==> config.mk <==
export PLATFORM = sky130hd
export DESIGN_NAME = scrm_pair
export DESIGN_NICKNAME = d
export VERILOG_FILES = /design/src/rtl/scrm_pkg.sv /design/src/rtl/scrm_a_next.sv /design/src/rtl/scrm_lfsr.sv /design/src/rtl/scrm_rd_port.sv /design/src/rtl/scrm_pair.sv
export SDC_FILE = /design/constraint.sdc
export NUM_CORES = 1
export LEC_CHECK = 0
export BUFFER_PORTS_ARGS = -buffer_cell sky130_fd_sc_hd__buf_4
export CORE_MARGIN = 2
export CORE_UTILIZATION = 53
export DETAILED_ROUTE_END_ITERATION = 8
export PLACE_DENSITY_LB_ADDON = 0.25
export SETUP_SLACK_MARGIN = 0.2
export SYNTH_ARGS = -nofsm -noshare
export SYNTH_HDL_FRONTEND = slang
export SYNTH_HIERARCHICAL = 1
export SYNTH_SLANG_ARGS = --single-unit
==> constraint.sdc <==
create_clock -name clk -period 1.35 [get_ports clk]
set_input_delay 0.135 -clock clk [delete_from_list [all_inputs] [get_ports clk]]
set_output_delay 0.135 -clock clk [all_outputs]
set_load 0.01 [all_outputs]
==> src/rtl/scrm_pkg.sv <==
package scrm_pkg;

  localparam int NIB_W = 4;
  localparam int OFS_W = 2;
  localparam int N_OFS = 1 << OFS_W;

  typedef logic [NIB_W-1:0] nib_t;
  typedef logic [OFS_W-1:0] ofs_t;

  // source of the byte returned by a read
  typedef enum logic [1:0] {
    SRC_A_REG  = 2'd0,
    SRC_A_RND  = 2'd1,
    SRC_B_REG  = 2'd2,
    SRC_B_FILL = 2'd3
  } rsrc_e;

  // offset-selected XOR network over the complemented old nibble
  function automatic nib_t scramble(input ofs_t sel, input nib_t prev);
    nib_t n;
    nib_t r;
    n = ~prev;
    case (sel)
      2'd0:    r = {n[2],        n[0] ^ n[1], n[0],        n[3]};
      2'd1:    r = {n[2],        n[0],        n[3],        n[3] ^ n[1]};
      2'd2:    r = {n[0] ^ n[2], n[1],        n[3],        n[2]};
      default: r = {n[0],        n[3],        n[2] ^ n[3], n[1]};
    endcase
    return r;
  endfunction

  // per-offset constant mixed into key writes
  function automatic nib_t key_const(input ofs_t sel);
    nib_t r;
    case (sel)
      2'd0:    r = 4'h4;
      2'd1:    r = 4'h1;
      2'd2:    r = 4'h8;
      default: r = 4'h2;
    endcase
    return r;
  endfunction

endpackage

==> src/rtl/scrm_a_next.sv <==
module scrm_a_next
  import scrm_pkg::*;
(
  input  ofs_t sel,
  input  nib_t cur,
  output nib_t nxt
);

  nib_t cand [N_OFS];

  // one network per offset, then a select
  for (genvar o = 0; o < N_OFS; o++) begin : g_net
    assign cand[o] = scramble(ofs_t'(o), cur);
  end

  assign nxt = cand[sel];

endmodule

==> src/rtl/scrm_lfsr.sv <==
module scrm_lfsr #(
  parameter int               W    = 8,
  parameter logic [W-1:0]     SEED = 8'h01,
  parameter logic [W-1:0]     TAPS = 8'hB8
) (
  input  logic         clk,
  input  logic         rst_n,
  input  logic         step,
  output logic [W-1:0] state
);

  logic [W-1:0] s_q;
  logic         fb;

  assign fb    = ^(s_q & TAPS);
  assign state = s_q;

  always_ff @(posedge clk) begin
    if (!rst_n) begin
      s_q <= SEED;
    end else if (step) begin
      s_q <= {s_q[W-2:0], fb};
    end
  end

endmodule

==> src/rtl/scrm_rd_port.sv <==
module scrm_rd_port
  import scrm_pkg::*;
#(
  parameter int DATA_W = 8
) (
  input  logic              clk,
  input  logic              rst_n,
  input  logic              fire,
  input  rsrc_e             src,
  input  nib_t              a_val,
  input  nib_t              b_val,
  input  logic [DATA_W-1:0] rnd,
  output logic [DATA_W-1:0] rdata,
  output logic              rvalid
);

  localparam int PAD_W = DATA_W - NIB_W;

  logic [DATA_W-1:0] sel_d;
  logic [DATA_W-1:0] rdata_q;
  logic              rvalid_q;

  always_comb begin
    case (src)
      SRC_A_REG:  sel_d = {a_val, {PAD_W{1'b0}}};
      SRC_A_RND:  sel_d = rnd;
      SRC_B_REG:  sel_d = {b_val, {PAD_W{1'b0}}};
      default:    sel_d = {DATA_W{1'b1}};
    endcase
  end

  always_ff @(posedge clk) begin
    if (!rst_n) begin
      rdata_q  <= '0;
      rvalid_q <= 1'b0;
    end else begin
      rvalid_q <= fire;
      if (fire) rdata_q <= sel_d;
    end
  end

  assign rdata  = rdata_q;
  assign rvalid = rvalid_q;

endmodule

==> src/rtl/scrm_pair.sv <==
module scrm_pair
  import scrm_pkg::*;
#(
  parameter int                DATA_W   = 8,
  parameter logic [DATA_W-1:0] RND_SEED = 8'h01,
  parameter logic [DATA_W-1:0] RND_TAPS = 8'hB8
) (
  input  logic              clk,
  input  logic              rst_n,
  input  logic              csel_a,
  input  logic              csel_b,
  input  logic              wr_en,
  input  logic              rd_en,
  input  logic [OFS_W-1:0]  ofs,
  input  logic [DATA_W-1:0] wdata,
  output logic [DATA_W-1:0] rdata,
  output logic              rvalid
);

  localparam int LOW_W = DATA_W - NIB_W;

  nib_t              a_q, b_q, a_d;
  logic              wr_a, wr_b, rd_a, rd_b, rd_fire, ofs_zero, rnd_step;
  logic [DATA_W-1:0] rnd_q;
  rsrc_e             src;
  logic              unused_wdata_low;

  assign unused_wdata_low = ^wdata[LOW_W-1:0];

  assign wr_a     = wr_en & csel_a;
  assign wr_b     = wr_en & csel_b;
  assign rd_a     = rd_en & csel_a;
  assign rd_b     = rd_en & csel_b & ~csel_a;
  assign rd_fire  = rd_a | rd_b;
  assign ofs_zero = (ofs == '0);
  assign rnd_step = rd_a & ~ofs_zero;

  always_comb begin
    if (rd_a) src = ofs_zero ? SRC_A_REG : SRC_A_RND;
    else      src = ofs_zero ? SRC_B_REG : SRC_B_FILL;
  end

  scrm_a_next u_next (
    .sel (ofs),
    .cur (a_q),
    .nxt (a_d)
  );

  always_ff @(posedge clk) begin
    if (!rst_n) begin
      a_q <= '0;
      b_q <= '0;
    end else begin
      if (wr_a) a_q <= a_d;
      if (wr_b) b_q <= wdata[DATA_W-1 -: NIB_W] ^ key_const(ofs);
    end
  end

  scrm_lfsr #(
    .W    (DATA_W),
    .SEED (RND_SEED),
    .TAPS (RND_TAPS)
  ) u_rnd (
    .clk   (clk),
    .rst_n (rst_n),
    .step  (rnd_step),
    .state (rnd_q)
  );

  scrm_rd_port #(
    .DATA_W (DATA_W)
  ) u_rd (
    .clk    (clk),
    .rst_n  (rst_n),
    .fire   (rd_fire),
    .src    (src),
    .a_val  (a_q),
    .b_val  (b_q),
    .rnd    (rnd_q),
    .rdata  (rdata),
    .rvalid (rvalid)
  );

endmodule

==> summary.md, run 1 <==
| Metric | Value |
|---|---|
| Worst Skew | 0.00946 ns |
| Crit. End Element | flop |
| Final Setup Violations | 0 |
| Switching fraction of total power | 0.268 |
| Required time of the critical path | 1.61 ns |
| Number of synthesized register bits | 25 |
| Final hold viol count | 0 |
| Relative slew slack | 0.795 |
| Die ar. | 2740 sq um |
| Status | finished, final reports clean |
| Placed Cells incl. Taps | 179 |
| CTS tree | built |
| Final Critical Period | 1.08 ns |
| Yosys Warn Count | 6 |
| Post-synth ARST share | 0 |
| Antenna-violating nets left | 0 |
| Largest net degree at the start of global routing | 27 |
| Sequential-to-total area share from yosys stat | 0.404 |
| Setup TNS | 0 ns |
| CORE AREA | 2210 sq um |
| Vias in the first global route | 916 |
| Drt first pass iters | 4 |
| Critical Setup Path Class | flop to flop |
| Max Slew Vio Count | 0 |
| HP Class | input port to flop |
| Clock network power share | 0.238 |
| Num rows | 17 |
| Area leader, netlist | dfxtp_1 |
| ANT cells | 0 |
| Syn_area_per_cell | 9.47 sq um |
| CP arrival | 1.34 ns |
| Mapped cell area | 1240 sq um |
| Sequential power share | 0.573 |
| Worst-skew pair later-pin latency | 0.32 ns |
| Worst-path maximum fanout | 4 |
| Layout cells sized above 1 | 0.269 |
| Clk sinks | 25 |
| Wirelength, routed | 2.40 mm |
| I/O pin count | 25 |
| Initial Utilization | 0.561 |
| GRT Total Usage | 0.194 |
| # DRC | 0 |
| Number of max-cap violations | 0 |
| Avg WL per Cell | 13.0 um |
| GP Congestion | 0.727 |
| Distinct cell type count after synthesis | 29 |
| Internal | 1030 uW |
| Hold Crit Depth | 3 |
| Die X | 52.4 um |
| Num CTS Buffers | 3 |
| Total number of vias | 1011 |
| Post-DP HPWL | 1.75 mm |
| Most common cell in the netlist | dfxtp_1 |
| Clk buf depth | 2 |
| Met3 Track Usage GR | 0.0286 |
| Initial antenna violation count | 0 |
| Synth-to-Final Area Change | 18.2% |
| Comb power frac | 0.188 |
| Final Total Pwr | 1410 uW |
| Met1 usage | 0.220 |
| Final net count | 173 |
| GRT busiest layer | met2 |
| First-pass GRT wire length | 3.92 mm |
| Total grt overflow | 0 |
| Top post-synthesis cells by area | dfxtp_1 40%, mux2i_1 8.9%, xnor2_1 5.7% |
| Switch Pwr | 376 uW |
| Iteration-0 DRC Markers | 15 |
| Main synth FF type | dfxtp_1 |
| Synth top cells by count | 25 x dfxtp_1, 11 x mux2i_1, 9 x nor2b_1 |
| Fin crit share | 0.798 |
| Worst VDD drop | 0.000750 V |
| Lkg Pwr | 0.000574 uW |
| Cell count after synthesis | 131 |
| Port bufs | 20 |
| Synth top area share | 0.404 |
| DR vias/cell | 5.49 |
| Reg2Reg Depth | 5 |
| Syn Nets | 147 |
| Met2 usage | 0.344 |
| Setup crit start kind | flop |
| Fmax | 0.928 GHz |
| Clock root cell | clkbuf_4 |
| Post-synth EDFFs | 0 |
| RSZ-0062 raised after global routing | true |
| Power Dens Cells | 960 nW/um^2 |
| Final core utilization | 0.662 |
| H-tree depth | 1 |
| Worst Max-Slew Pin Slew | 0.307 ns |
| CTS clk-pin slew, worst paths | 0.14 ns |
| Die Ht | 52.4 um |
| Post-route insts no fill | 184 |
## final timing paths
path         startpoint  endpoint  slack [ns]
max reg2reg      a_q[1]    a_q[0]        0.27
min            wdata[6]    b_q[2]        0.09
min reg2reg      a_q[1]    a_q[1]        0.49
max              a_q[1]    a_q[0]        0.27
## per-layer routing
layer  wire (um)  share of wire
met4          46          0.019
met1        1020           0.42
met3          66          0.028
met5           0              0
met2        1270           0.53
## area by class of cell
| type | count | area (sq um) |
|---|---|---|
| Multi-Input combinational cell | 95 | 683 |
| Timing Repair Buffer | 25 | 188 |
| Tap cell | 28 | 35.0 |
| Inverter | 7 | 26.3 |
| Clock buffer | 4 | 26.3 |
| Fill cell | 205 | 747 |
| Sequential cell | 25 | 507 |
## critical path, stage by stage, from the launching register on
cell      delay [ns]
dfxtp_2         0.38
and2b_2         0.22
xnor2_1         0.11
o21ai_0         0.08
nand3_1         0.09
a21boi_1        0.14
## metrics by stage
stage,hold slack (ns),setup WS [ns],instance area [sq um]
2_1_floorplan,0.246,0.362,1240
3_3_place_gp,0.429,0.198,1420
3_5_place_dp,0.436,0.133,1420
4_1_cts,0.0867,0.207,1450
5_1_grt,0.0910,0.179,1470
6_report,0.0933,0.273,1470
## what timing repair did
item / in CTS / in global routing
pin swaps: 0 / 1
setup buffers: 0 / 1
gates resized for setup: 2 / 8
hold buffers: 0 / 0
setup endpoints to repair: 2 / 3
## sequential cells by signal, summed over array words and instances, names as in the netlist
name	cells
u_rd/rvalid	1
b_q	4
u_rnd/state	8
u_rd/rdata	8
a_q	4
## power groups by stage
stage | registers [uW] | clock network, uW | logic (uW)
2_1_floorplan | 826 | 0 | 151
3_3_place_gp | 822 | 0 | 248
3_5_place_dp | 823 | 0 | 256
4_1_cts | 808 | 345 | 257
5_1_grt | 813 | 376 | 292
6_report | 807 | 335 | 265
## cells in the final DEF, fill, tap and decap left out, drive strengths merged, types with 7 or more instances in the layout
master | Yosys | final
buf | 4 | 25
inv | 7 | 7
o21ai | 12 | 12
a21boi | 8 | 8
nand2 | 7 | 7
mux2i | 11 | 11
xnor2 | 8 | 8
nor2b | 10 | 10
dfxtp | 25 | 25
## cell families after synthesis
| group | Yosys count | share of synthesized area |
|---|---|---|
| buf+inv | 11 | 0.0515 |
| mux | 11 | 0.0888 |
| compound gates | 37 | 0.217 |
| simple gates | 38 | 0.176 |
| flops | 25 | 0.404 |
| xor+xnor | 9 | 0.0636 |
Note: power is estimated with default switching activity, not from simulation.
==> inputs of run 2 (changes only) <==
--- a/config.mk
+++ b/config.mk
@@ -5,9 +5,10 @@
 export SDC_FILE = /design/constraint.sdc
 export NUM_CORES = 1
 export LEC_CHECK = 0
+export ABC_AREA = 1
 export BUFFER_PORTS_ARGS = -buffer_cell sky130_fd_sc_hd__buf_4
 export CORE_MARGIN = 2
-export CORE_UTILIZATION = 53
+export CORE_UTILIZATION = 54
 export DETAILED_ROUTE_END_ITERATION = 8
 export PLACE_DENSITY_LB_ADDON = 0.25
 export SETUP_SLACK_MARGIN = 0.2
==> constraint.sdc (replaced) <==
create_clock -name clk -period 1 [get_ports clk]
set_input_delay 0.1 -clock clk [delete_from_list [all_inputs] [get_ports clk]]
set_output_delay 0.1 -clock clk [all_outputs]
set_load 0.01 [all_outputs]
==> run 2 against run 1 <==
  * Combinational power is 100% higher
  * Power grew 54%
  * Critical endpoint unchanged
  * Sequential power increased by 43%
  * First-iteration DRC count rose to 4.0 times the previous value
  * Global-route usage up 5.5 points
  * Register-to-register slack got worse by 0.20 ns
  * Hold slack lost 0.034 ns
  * Critical path type unchanged
  * Sequential cell count did not move
  * Die area is 4.4% higher
  * Utilization rose by 10 points
  * Critical path depth rose by 1
==> summary.md, run 2 <==
| Metric | Value |
|---|---|
| CP arrival | 1.17 ns |
| Largest stage delay, worst path | 0.39 ns |
| Lkg Pwr | 0.000830 uW |
| Total number of vias | 1438 |
| Top post-synthesis cells by area | dfxtp_1 38%, nand2_1 17%, nand3_1 9.1% |
| Max Slew Vio Count | 0 |
| Synth-to-Final Area Change | 30.3% |
| Drt first pass iters | 4 |
| # DRC | 0 |
| Pre-CTS setup slack | -0.214 ns |
| Initial antenna violation count | 0 |
| CORE AREA | 2250 sq um |
| Met3 WL | 135 um |
| Final hold viol count | 0 |
| Syn_area_per_cell | 6.33 sq um |
| RSZ-0062 raised after global routing | true |
| Relative slew slack | 0.711 |
| Distinct cell type count after synthesis | 19 |
| DR vias/cell | 5.43 |
| R2r startpoint | a_q[3] |
| Top cell by count, worst path | nand3_1 |
| Final Setup Violations | 0 |
| Highest-count cells in the layout ignoring fill and taps | 55 x nand2_1, 28 x nor2_1, 23 x nand3_1 |
| Mapped cell area | 1320 sq um |
| Wire length on met1 | 1.46 mm |
| Iteration-0 DRC Markers | 60 |
| Crit. End Element | flop |
| Clk buf depth | 2 |
| Worst VDD drop | 0.000898 V |
| Die X | 53.5 um |
| CP endpoint | a_q[0] |
| Worst-skew pair later-pin latency | 0.33 ns |
| H-tree depth | 1 |
| Synth top area share | 0.378 |
| Cell count after synthesis | 209 |
| Total grt overflow | 0 |
| Yosys Warn Count | 6 |
| Worst Skew | 0.00555 ns |
| Post-synth ARST share | 0 |
| Crit-path cells | inv_4 > nand2_1 > nand3_1 > nand3_1 > o21ai_1 > nor2_1 |
| Die Ht | 53.5 um |
| Post-DP HPWL | 2.27 mm |
| First-pass GRT wire length | 5.27 mm |
| Avg WL per Cell | 12.6 um |
| R2R Path End | a_q[0] |
| Reg2Reg Depth | 6 |
| CTS clk-pin slew, worst paths | 0.15 ns |
| HP Class | input port to flop |
| Fmax | 1.08 GHz |
| Synth top cells by count | 61 x nand2_1, 30 x nor2_1, 25 x dfxtp_1 |
| Fin crit share | 0.928 |
| Setup crit start kind | flop |
| Final core utilization | 0.765 |
| Main synth FF type | dfxtp_1 |
| Final Critical Period | 0.928 ns |
| Post-synth EDFFs | 0 |
| Top Family by Delay on Critical Path | flip-flops |
| Largest net degree at the start of global routing | 26 |
| Status | finished, final reports clean |
| Clk sinks | 25 |
| Area leader, netlist | dfxtp_1 |
| Syn Nets | 225 |
| Most common cell in the netlist | nand2_1 |
| Die ar. | 2860 sq um |
| CP startpoint | a_q[3] |
| Number of synthesized register bits | 25 |
| Final net count | 254 |
| Hold-fix buffers, CTS | 0 |
| CTS tree | built |
| Power Dens Cells | 1260 nW/um^2 |
| GRT Total Usage | 0.249 |
| Commonest non-fill, non-tap cell in the layout | nand2_1 |
| Port bufs | 20 |
| ANT cells | 0 |
| Num CTS Buffers | 3 |
| Initial Utilization | 0.587 |
| Clock root cell | clkbuf_4 |
| Antenna-violating nets left | 0 |
| WL met2 | 1.66 mm |
| Wirelength, routed | 3.34 mm |
| Cell depth of the worst setup path | 6 |
| Num rows | 17 |
| Slowest cell on crit path | dfxtp_4 |
| Required time of the critical path | 1.24 ns |
| Number of max-cap violations | 0 |
| Vias in the first global route | 1301 |
| Worst Max-Slew Pin Slew | 0.434 ns |
| Final WS setup | 0.0721 ns |
| Critical Setup Path Class | flop to flop |
| WP buf/inv | 1 |
| I/O pin count | 25 |
| Worst-path maximum fanout | 5 |
| Register-to-Register Setup Slack | 0.07 ns |
| GP Congestion | 0.808 |
| Sequential-to-total area share from yosys stat | 0.378 |
| Layout cells sized above 1 | 0.350 |
| Setup TNS | 0 ns |
| DR top layer | met4 |
-- run 2: power breakdown --
| part | total (uW) | internal [uW] | switching (uW) | leakage [uW] |
|---|---|---|---|---|
| Clock | 488 | 153 | 335 | 0.0000139 |
| Sequential | 1150 | 1080 | 73.5 | 0.000214 |
| Combinational | 530 | 242 | 287 | 0.000602 |
-- run 2: how the worst min path moves through the flow --
stage / from / to / slack, ns / depth (start not counted)
final: wdata[7] / b_q[3] / 0.06 / 4
after global routing: wdata[7] / b_q[3] / 0.08 / 4
after CTS: wdata[5] / b_q[1] / 0.05 / 4
after detailed placement: wdata[6] / b_q[2] / 0.41 / 5
after global placement: wdata[6] / b_q[2] / 0.41 / 5
after floorplan: rst_n / b_q[0] / 0.22 / 2
-- run 2: cells by family after synthesis --
family,Yosys count,share of synthesized area
flip-flops,25,0.378
AO/OA/AOI/OAI,32,0.131
AND/OR/NAND/NOR,120,0.376
XOR/XNOR,1,0.00662
buffers and inverters,31,0.108
-- run 2: per-layer routing --
layer  track usage  vias to the layer above
li1              -                      719
met1         0.302                      658
met2         0.434                       51
met3        0.0254                       10
met4         0.124                        0
met5             0                        -
-- run 2: timing repair --
item,in CTS,in global routing
gates cloned,0,0
pin swaps,0,7
gates resized for setup,30,21
buffers inserted,2,1
endpoints found under the setup margin,18,19
-- run 2: worst min-delay path, stage by stage --
cell and delay, ns:
buf_4 0.08, nand3_1 0.06, nand2_1 0.07, a21oi_1 0.05
-- run 2: per-stage QoR --
step | cell area (sq um) | cells | power (uW) | hold slack [ns]
2_1_floorplan | 1340 | 209 | 1430 | 0.223
3_3_place_gp | 1540 | 258 | 1580 | 0.407
3_5_place_dp | 1540 | 258 | 1610 | 0.412
4_1_cts | 1650 | 264 | 2140 | 0.0548
5_1_grt | 1730 | 265 | 2260 | 0.0814
6_report | 1730 | 265 | 2170 | 0.0590
-- run 2: final cells by class --
| class | count | area [sq um] |
|---|---|---|
| repair buffers | 29 | 272 |
| clock inverters | 1 | 7.51 |
| inverters | 26 | 115 |
| flip-flops and latches | 25 | 537 |
| fillers | 168 | 529 |
| multi-input cells | 153 | 737 |
| clock buffers | 3 | 22.5 |
| well taps | 28 | 35.0 |
==> inputs of run 3 (changes only) <==
--- a/config.mk
+++ b/config.mk
@@ -8,7 +8,7 @@
 export ABC_AREA = 1
 export BUFFER_PORTS_ARGS = -buffer_cell sky130_fd_sc_hd__buf_4
 export CORE_MARGIN = 2
-export CORE_UTILIZATION = 54
+export CORE_UTILIZATION = 58
 export DETAILED_ROUTE_END_ITERATION = 8
 export PLACE_DENSITY_LB_ADDON = 0.25
 export SETUP_SLACK_MARGIN = 0.2
==> constraint.sdc (replaced) <==
create_clock -name clk -period 1.1 [get_ports clk]
set_input_delay 0.11 -clock clk [delete_from_list [all_inputs] [get_ports clk]]
set_output_delay 0.11 -clock clk [all_outputs]
set_load 0.01 [all_outputs]
==> run 3 against run 2 <==
  * Non-clock buffer count up 2
  * Fmax down 3.9%
  * Global-route usage down 0.40 points
  * Sequential cell count unchanged
  * Largest power group unchanged
  * Cell count up 0.75%
==> summary.md, run 3 (synthesis gave the netlist of run 2 again) <==
| Metric | Value |
|---|---|
| R2R Path End | a_q[3] |
| Clock root cell | clkbuf_4 |
| CORE AREA | 2190 sq um |
| Fmax | 1.04 GHz |
| GRT Total Usage | 0.245 |
| Status | finished, final reports clean |
| Synth-to-Final Area Change | 27.9% |
| Num CTS Buffers | 3 |
| Worst Skew | 0.00348 ns |
| Layout cells sized above 1 | 0.351 |
| RSZ-0062 raised after global routing | true |
| Clk sinks | 25 |
| Post-DP HPWL | 2.05 mm |
| HP Class | input port to flop |
| Largest net degree at the start of global routing | 26 |
| Setup crit start kind | flop |
| Clk buf depth | 2 |
| Worst Max-Slew Pin Slew | 0.252 ns |
| ANT cells | 0 |
| DR vias/cell | 5.38 |
| Commonest non-fill, non-tap cell in the layout | nand2_1 |
| Final Total Pwr | 1930 uW |
| Final Critical Period | 0.966 ns |
| Die X | 51.8 um |
| Power Dens Cells | 1140 nW/um^2 |
| # DRC | 0 |
| Worst-path maximum fanout | 6 |
| Final Setup Violations | 0 |
| Initial antenna violation count | 0 |
| CP arrival | 1.19 ns |
| CP startpoint | a_q[0] |
| Register-to-Register Setup Slack | 0.13 ns |
| Num rows | 17 |
| Port bufs | 20 |
| Lkg Pwr | 0.000839 uW |
| Slowest cell on crit path | dfxtp_4 |
| CP endpoint | a_q[3] |
| Largest stage delay, worst path | 0.40 ns |
| Avg WL per Cell | 11.9 um |
| Fin crit share | 0.878 |
| Area post-placement | 1510 sq um |
| Crit. End Element | flop |
| Antenna-violating nets left | 0 |
| First-pass GRT wire length | 4.95 mm |
| Number of max-cap violations | 0 |
| Iteration-0 DRC Markers | 63 |
| Wirelength, routed | 3.18 mm |
| Total number of vias | 1437 |
| Initial Utilization | 0.604 |
| Vias in the first global route | 1204 |
| Relative slew slack | 0.832 |
| H-tree depth | 1 |
| Reg2Reg Depth | 4 |
| Highest-count cells in the layout ignoring fill and taps | 58 x nand2_1, 29 x nor2_1, 22 x buf_4 |
| Die Ht | 51.8 um |
| Worst-skew pair later-pin latency | 0.32 ns |
| Hold Crit Depth | 4 |
| CTS clk-pin slew, worst paths | 0.13 ns |
| Die ar. | 2680 sq um |
| Drt first pass iters | 4 |
| Crit-path cells | nor2_2 > xnor2_2 > o21ai_1 > nor2_1 |
| CTS tree | built |
| GP Congestion | 0.824 |
| Final net count | 256 |
| Hold-fix buffers, CTS | 0 |
| Max Slew Vio Count | 0 |
| Final hold viol count | 0 |
| R2r startpoint | a_q[0] |
| Critical Setup Path Class | flop to flop |
| Worst VDD drop | 0.00143 V |
| Fin area | 1690 sq um |
| Total grt overflow | 0 |
| I/O pin count | 25 |
| Setup TNS | 0 ns |
| Required time of the critical path | 1.33 ns |
-- run 3: cell count changes in the layout (fill, tap and decap cells not counted), moves of 3 or more --
cell and change:
buf_4 +5, o21ai_1 -3, nand2_1 +3, o21ai_2 +3
-- run 3: routing by layer --
layer	up-vias	routed length, um	track usage
li1	720	-	-
met1	650	1360	0.295
met2	55	1580	0.440
met3	12	169	0.0603
met4	0	71	0.0526
met5	-	0	0
-- run 3: worst min path at each step --
stage / startpoint / endpoint
3_5_place_dp: wdata[6] / b_q[2]
6_report: wdata[5] / b_q[1]
3_3_place_gp: wdata[6] / b_q[2]
2_1_floorplan: rst_n / b_q[0]
4_1_cts: wdata[5] / b_q[1]
5_1_grt: wdata[5] / b_q[1]
-- run 3: cell type report --
type                       instances  area, sq um
clock buffer                       4         26.3
inverter                          26          110
fill                             156          498
multi-input combinational        153          724
tap                               28         35.0
sequential                        25          531
timing repair buffer              31          267
-- run 3: report_power, final --
group | switching [uW] | internal [uW]
registers | 63.5 | 979
clock network | 265 | 142
logic | 261 | 218
total | 590 | 1340
-- run 3: stage by stage --
stage	util	hold WS [ns]	instances	setup WS (ns)
after detailed placement	0.688	0.417	257	0.0678
after global placement	0.688	0.400	257	0.0792
after global routing	0.773	0.0917	267	0.0790
after floorplan	-	0.233	209	0.212
final	0.773	0.0805	267	0.134
after CTS	0.729	0.0687	265	0.201
-- run 3: repair_timing --
item | in CTS | in global routing
gates resized for setup | 20 | 29
setup endpoints to repair | 10 | 15
setup buffers | 4 | 2
pin swaps | 3 | 5
-- run 3: critical path: cells and delay by family, from the launching register on --
family	cells	cell delay [ns]
xor+xnor	1	0.09
simple gates	2	0.23
compound gates	1	0.16
flops	1	0.40
